==> src/rtl/urt_pkg.sv <==
package urt_pkg;
  localparam int URT_NREG     = 16;
  localparam int URT_EXEMPT   = 15;
  localparam int URT_IW       = 24;
  localparam int URT_OPW      = 8;
  localparam logic [7:0] URT_ILLEGAL_OP = 8'h3F;

  typedef struct packed {
    logic uninit;
    logic opcode;
  } urt_cause_t;
endpackage

==> src/rtl/urt_valid_map.sv <==
module urt_valid_map #(
  parameter int NREG   = 16,
  parameter int EXEMPT = 15,
  localparam int IDXW  = $clog2(NREG)
) (
  input  logic            clk,
  input  logic            rst_n,
  input  logic            wr_en,
  input  logic [IDXW-1:0] wr_idx,
  input  logic            wr_word,
  output logic [NREG-1:0] vmap
);
  genvar g;
  generate
    for (g = 0; g < NREG; g++) begin : g_flag
      if (g == EXEMPT) begin : g_fixed
        assign vmap[g] = 1'b1;
      end else begin : g_tracked
        logic flag_q;
        always_ff @(posedge clk) begin
          if (!rst_n) flag_q <= 1'b0;
          else if (wr_en && wr_word && (wr_idx == IDXW'(g))) flag_q <= 1'b1;
        end
        assign vmap[g] = flag_q;
      end
    end
  endgenerate

  AST_WORD_SETS: assert property (@(posedge clk) disable iff (!rst_n)
    (wr_en && wr_word) |=> vmap[$past(wr_idx)]);

  AST_BYTE_NO_SET: assert property (@(posedge clk) disable iff (!rst_n)
    (wr_en && !wr_word && !vmap[wr_idx]) |=> !vmap[$past(wr_idx)]);
endmodule

==> src/rtl/urt_ptr_check.sv <==
module urt_ptr_check #(
  parameter int NREG  = 16,
  localparam int IDXW = $clog2(NREG)
) (
  input  logic [NREG-1:0] vmap,
  input  logic            a_en,
  input  logic [IDXW-1:0] a_idx,
  input  logic            b_en,
  input  logic [IDXW-1:0] b_idx,
  output logic            hit,
  output logic [IDXW-1:0] bad_idx
);
  logic a_bad, b_bad;
  always_comb begin
    a_bad   = a_en && !vmap[a_idx];
    b_bad   = b_en && !vmap[b_idx];
    hit     = a_bad || b_bad;
    bad_idx = a_bad ? a_idx : b_idx;
  end
endmodule

==> src/rtl/urt_op_screen.sv <==
module urt_op_screen #(
  parameter int IW  = 24,
  parameter int OPW = 8,
  parameter logic [OPW-1:0] ILLEGAL_OP = 8'h3F
) (
  input  logic          op_en,
  input  logic [IW-1:0] op_word,
  input  logic          op_bad,
  output logic          illegal
);
  logic [OPW-1:0] opc;
  always_comb begin
    opc     = op_word[IW-1 -: OPW];
    illegal = op_en && (op_bad || (opc == ILLEGAL_OP));
  end
endmodule

==> src/rtl/urt_tracker.sv <==
module urt_tracker
  import urt_pkg::*;
#(
  parameter int NREG   = URT_NREG,
  parameter int EXEMPT = URT_EXEMPT,
  parameter int IW     = URT_IW,
  parameter int OPW    = URT_OPW,
  parameter logic [OPW-1:0] ILLEGAL_OP = URT_ILLEGAL_OP,
  localparam int IDXW  = $clog2(NREG)
) (
  input  logic            clk,
  input  logic            rst_n,
  input  logic            wr_en,
  input  logic [IDXW-1:0] wr_idx,
  input  logic            wr_word,
  input  logic            ptr_a_en,
  input  logic [IDXW-1:0] ptr_a_idx,
  input  logic            ptr_b_en,
  input  logic [IDXW-1:0] ptr_b_idx,
  input  logic            op_en,
  input  logic [IW-1:0]   op_word,
  input  logic            op_bad,
  output logic            rst_req,
  output logic            fault_uninit,
  output logic            fault_opcode,
  output logic [IDXW-1:0] fault_reg
);
  logic [NREG-1:0] vmap;
  logic            ptr_hit, op_ill, fire;
  logic [IDXW-1:0] bad_idx;
  urt_cause_t      cause_q;

  urt_valid_map #(.NREG(NREG), .EXEMPT(EXEMPT)) u_map (
    .clk(clk), .rst_n(rst_n), .wr_en(wr_en), .wr_idx(wr_idx),
    .wr_word(wr_word), .vmap(vmap));

  urt_ptr_check #(.NREG(NREG)) u_ptr (
    .vmap(vmap), .a_en(ptr_a_en), .a_idx(ptr_a_idx), .b_en(ptr_b_en),
    .b_idx(ptr_b_idx), .hit(ptr_hit), .bad_idx(bad_idx));

  urt_op_screen #(.IW(IW), .OPW(OPW), .ILLEGAL_OP(ILLEGAL_OP)) u_op (
    .op_en(op_en), .op_word(op_word), .op_bad(op_bad), .illegal(op_ill));

  assign fire = (ptr_hit || op_ill) && !rst_req;

  always_ff @(posedge clk) begin
    if (!rst_n) begin
      rst_req   <= 1'b0;
      cause_q   <= '0;
      fault_reg <= '0;
    end else begin
      rst_req <= fire;
      if (fire && ptr_hit) begin
        cause_q.uninit <= 1'b1;
        fault_reg      <= bad_idx;
      end
      if (fire && op_ill) cause_q.opcode <= 1'b1;
    end
  end

  assign fault_uninit = cause_q.uninit;
  assign fault_opcode = cause_q.opcode;

  AST_ONE_CYCLE: assert property (@(posedge clk) disable iff (!rst_n)
    rst_req |=> !rst_req);

  AST_PTR_REQ: assert property (@(posedge clk) disable iff (!rst_n)
    (ptr_hit && !rst_req) |=> (rst_req && fault_uninit));

  AST_OP_REQ: assert property (@(posedge clk) disable iff (!rst_n)
    (op_en && op_word[IW-1 -: OPW] == ILLEGAL_OP && !rst_req) |=> (rst_req && fault_opcode));

  AST_EXEMPT_OK: assert property (@(posedge clk) disable iff (!rst_n)
    (ptr_a_en && ptr_a_idx == IDXW'(EXEMPT) && !ptr_b_en && !op_en) |=> !rst_req);

  AST_STICKY: assert property (@(posedge clk) disable iff (!rst_n)
    (fault_uninit || fault_opcode) |=> ($stable(fault_uninit) || fault_uninit) && ($stable(fault_opcode) || fault_opcode));

  AST_REQ_CAUSE: assert property (@(posedge clk) disable iff (!rst_n)
    rst_req |-> (fault_uninit || fault_opcode));
endmodule

==> config.mk <==
export PLATFORM = sky130hd
export DESIGN_NAME = urt_tracker
export DESIGN_NICKNAME = d
export VERILOG_FILES = /design/src/rtl/urt_pkg.sv /design/src/rtl/urt_valid_map.sv /design/src/rtl/urt_ptr_check.sv /design/src/rtl/urt_op_screen.sv /design/src/rtl/urt_tracker.sv
export SDC_FILE = /design/constraint.sdc
export NUM_CORES = 1
export LEC_CHECK = 0
export BUFFER_PORTS_ARGS = -buffer_cell sky130_fd_sc_hd__buf_2
export CORE_UTILIZATION = 40
export DETAILED_ROUTE_END_ITERATION = 7
export HOLD_SLACK_MARGIN = 0.1
export PLACE_DENSITY = 0.67
export SYNTH_ARGS = -nofsm -noshare
export SYNTH_HDL_FRONTEND = slang
export SYNTH_SLANG_ARGS = --single-unit
==> constraint.sdc <==
create_clock -name clk -period 4.7 [get_ports clk]
set_input_delay 0.705 -clock clk [delete_from_list [all_inputs] [get_ports clk]]
set_output_delay 0.705 -clock clk [all_outputs]
set_load 0.05 [all_outputs]
==> implementation parameters <==
Parameter                              Value

Timing
  Final Hold Violating Endpoints ... 0
  Slew at the pin with the worst max-slew slack ... ~0.51 ns
  Final Critical Period ... slightly above 2 ns
  Rel. slew slack ... 65.5%
  Count of pins over their slew limit ... 0
  Post-route fraction of the period consumed by the critical path ... 43.0%
  Fin Setup TNS ... 0 ns
  Smallest hold slack ... 0.458 ns
  Setup Viol. Count Final ... 0
  Maximum clock rate ... 495 MHz
  Setup repair after global routing missed its margin ... no
  Final worst clock skew ... just under 0.001 ns

GRT
  Number of global-route vias before repair ... approximately 1000
  Remaining global-route overflow ... 0
  Largest net degree at the start of global routing ... 19
  Overall Global Routing Usage ... 17.5%
  Initial antenna violation count ... 0
  First-pass GRT wire length ... about 4400 µm

Clock network
  Post-cts resize count ... 0
  Sink count of the clock tree ... 22
  TritonCTS clock tree ... done
  Clk Latency, worst-skew pair ... about 0.3 ns
  Clk slew on worst S/H paths ... approximately 0.12 ns
  Total clock buffers created by CTS ... 3
  Max H-tree Level ... 1
  Buffer count from post-CTS setup fixing ... 0
  CTS root buf ... clkbuf_4
  Hold-fix buffers at CTS ... 0
  Maximum clock insertion buffer count ... 2

Synthesis
  Distinct cell type count of the synthesized netlist ... 32
  Synth warn ... 0
  Portion of the post-synthesis area used by sequential elements ... around 37%
  Post-Syn Nets ... about 180
  Synth Area per Inst ... between 8 and 9 µm²
  Register bit total from synthesis ... 22
  Syn Inst Count ... between 100 and 150
  Post-Synthesis Cell Area ... 1200 µm²

Route
  Remaining routing DRC violations ... 8
  DR iter-0 viols ... 47
  Detailed-route via count ... about 1100
  Routed WL ... roughly 2700 µm
  Number of antenna-violating nets in the routed design ... 0
  Wire per inst ... between 10 and 15 µm
  DR vias/cell ... 5.46
  Number of iterations in the first detailed-routing pass ... 8

Pwr
  Net switching power ... 123 µW
  Sequential fraction of design power ... 46.0%
  Leakage Power ... around 0.0006 µW
  Fraction of power spent switching nets ... between 20 and 30%
  Combinational fraction of design power ... a little over a fifth
  PwrDens ... 305 nW/µm²
  Share of power burned in the clock network ... between 30% and 40%
  Worst voltage drop across the vdd grid ... approximately 0.12 mV
  Cell internal pwr ... around 310 µW

Critical path
  Worst reg-to-reg setup slack ... about 3.0 ns
  Crit path arrival time ... approximately 2.3 ns
  Timing endpoint of the critical path ... fault_reg[0]$_SDFFE_PN0P_
  Critical Path Source Type ... input pin
  Highest cell delay on the worst timing path ... between 0.5 and 0.6 ns
  Slowest cell on crit path ... mux4_2
  Cell-by-cell trace of the critical path ... buf_2 > mux4_2 > nand2b_2 > a32oi_2 > a21o_4 > a221oi_2
  Critical setup path kind ... in -> reg
  Kind of end point of the critical path ... flop
  Crit Reg-Reg Startpoint ... u_map.g_flag[5].g_tracked.flag_q$_SDFFE_PN0P_
  Critical-path maximum fanout ... 8
  Data required, critical path ... 4.93 ns
  Launch point of the critical path ... ptr_a_idx[0]
  Worst R2R End ... fault_reg[3]$_SDFFE_PN0P_
  Cells on worst reg2reg path ... 5

Cells and area
  Layout cells sized above 1 ... a little under 30%
  Final antenna diode count ... 0
  Share of the core filled with cells ... 51.1%
  Post-layout net count ... 214
  Commonest non-fill, non-tap cell in the layout ... nor2_1
  Flip-flop count of the largest register, all copies and words added ... 15
  Area grow syn2layout ... 19.6%
  Most used cells in the layout excluding fill and tap cells ... nor2_1 (36), buf_2 (34), dfxtp_1 (22)

Die
  Initial standard-cell utilization of the core ... approximately 43%
  Die width ... ~57 µm
  Chip height ... ~57 µm
  Placement Rows ... 19
  Die Outline Area ... 3220 µm²
  Placeable core region ... 2810 µm²
  I/O pins ... 51

Placed design
  Number of input and output port buffers inserted ... 34
  Final weighted congestion of routability-driven global placement ... 0.793
  Hpwl dp ... 2130 µm

Run status
  Violated checks ... DRC
  Outcome ... complete, but fails checks

Flow run
  Maximum capacitance violations ... 0

Hold path
  Hold WC Path Type ... reg -> reg
[worst min path at each step]
stage,from,end,slack (ns),cells past startpoint
after floorplan,u_map.g_flag[12].g_tracked.flag_q$_SDFFE_PN0P_,u_map.g_flag[12].g_tracked.flag_q$_SDFFE_PN0P_,0.45,1
after global placement,fault_uninit$_SDFFE_PN0P_,fault_uninit$_SDFFE_PN0P_,0.43,2
after detailed placement,fault_uninit$_SDFFE_PN0P_,fault_uninit$_SDFFE_PN0P_,0.44,2
after CTS,fault_uninit$_SDFFE_PN0P_,fault_uninit$_SDFFE_PN0P_,0.46,2
after global routing,fault_uninit$_SDFFE_PN0P_,fault_uninit$_SDFFE_PN0P_,0.48,2
final,fault_opcode$_SDFFE_PN0P_,fault_opcode$_SDFFE_PN0P_,0.46,2
[per-stage QoR]
stage	area, µm²	power [µW]	setup slack (ns)	instances
2_1_floorplan	1200	269	2.58	135
3_3_place_gp	1380	296	2.38	196
3_5_place_dp	1380	298	2.37	196
4_1_cts	1430	440	2.70	200
5_1_grt	1430	458	2.62	200
6_report	1430	437	2.68	200
[synthesized netlist by cell type (all sizes together)]
| master | number | area (µm²) |
|---|---|---|
| nor3 | 1 | 5.00 |
| a221oi | 3 | 45.0 |
| nand2 | 5 | 18.8 |
| a31oi | 2 | 12.5 |
| clkbuf | 2 | 7.51 |
| a211o | 1 | 8.76 |
| a32oi | 2 | 32.5 |
| nor2b | 6 | 45.0 |
| nand2b | 5 | 33.8 |
| o21a | 1 | 7.51 |
| dfxtp | 22 | 440 |
| o31ai | 3 | 22.5 |
| o311a | 1 | 10.0 |
| a21o | 1 | 15.0 |
| nor2 | 36 | 135 |
| a21oi | 6 | 30.0 |
| buf | 2 | 18.8 |
| clkinv | 2 | 7.51 |
| mux2 | 2 | 26.3 |
| nand4 | 2 | 12.5 |
| inv | 6 | 22.5 |
| or3 | 1 | 6.26 |
| o221ai | 2 | 17.5 |
| mux4 | 3 | 67.6 |
| nand3 | 2 | 10.0 |
| mux2i | 11 | 110 |
| nor4 | 4 | 25.0 |
| o21ai | 1 | 5.00 |
[power groups by stage]
stage | Clock, µW | Combinational, µW | Sequential, µW
3_3_place_gp | 0 | 91.4 | 205
6_report | 143 | 92.6 | 201
2_1_floorplan | 0 | 43.4 | 226
4_1_cts | 147 | 92.6 | 201
5_1_grt | 157 | 99.0 | 202
3_5_place_dp | 0 | 92.3 | 205
[cells by family after synthesis]
logic type | Yosys count | synth area share (%)
buffers and inverters | 12 | 4.70
flip-flops | 22 | 36.7
multiplexers | 16 | 17.0
AND/OR/NAND/NOR | 62 | 24.3
AO/OA/AOI/OAI | 23 | 17.2
[critical path: cells and delay by family]
kind / cells / cell delay (ns)
AO/OA/AOI/OAI: 3 / 0.68
buffers and inverters: 1 / 0.22
AND/OR/NAND/NOR: 1 / 0.10
multiplexers: 1 / 0.54
[routing by layer]
metal  wire (µm)  vias to the layer above  global-route usage (%)
li1            -                      547                       -
met1        1270                      512                    22.3
met2        1290                       30                    30.1
met3         145                        2                    2.53
met4          14                        0                    6.27
met5           0                        -                       0
[area by class of cell]
cell class                 instances  area, µm²
clock buffer                       3       22.5
fill                             277       1370
inverter                           8       30.0
tap                               31       38.8
clock inverter                     1       30.0
multi-input combinational        101        702
timing repair buffer              34        170
sequential                        22        440
(Power assumes the default switching activity.)
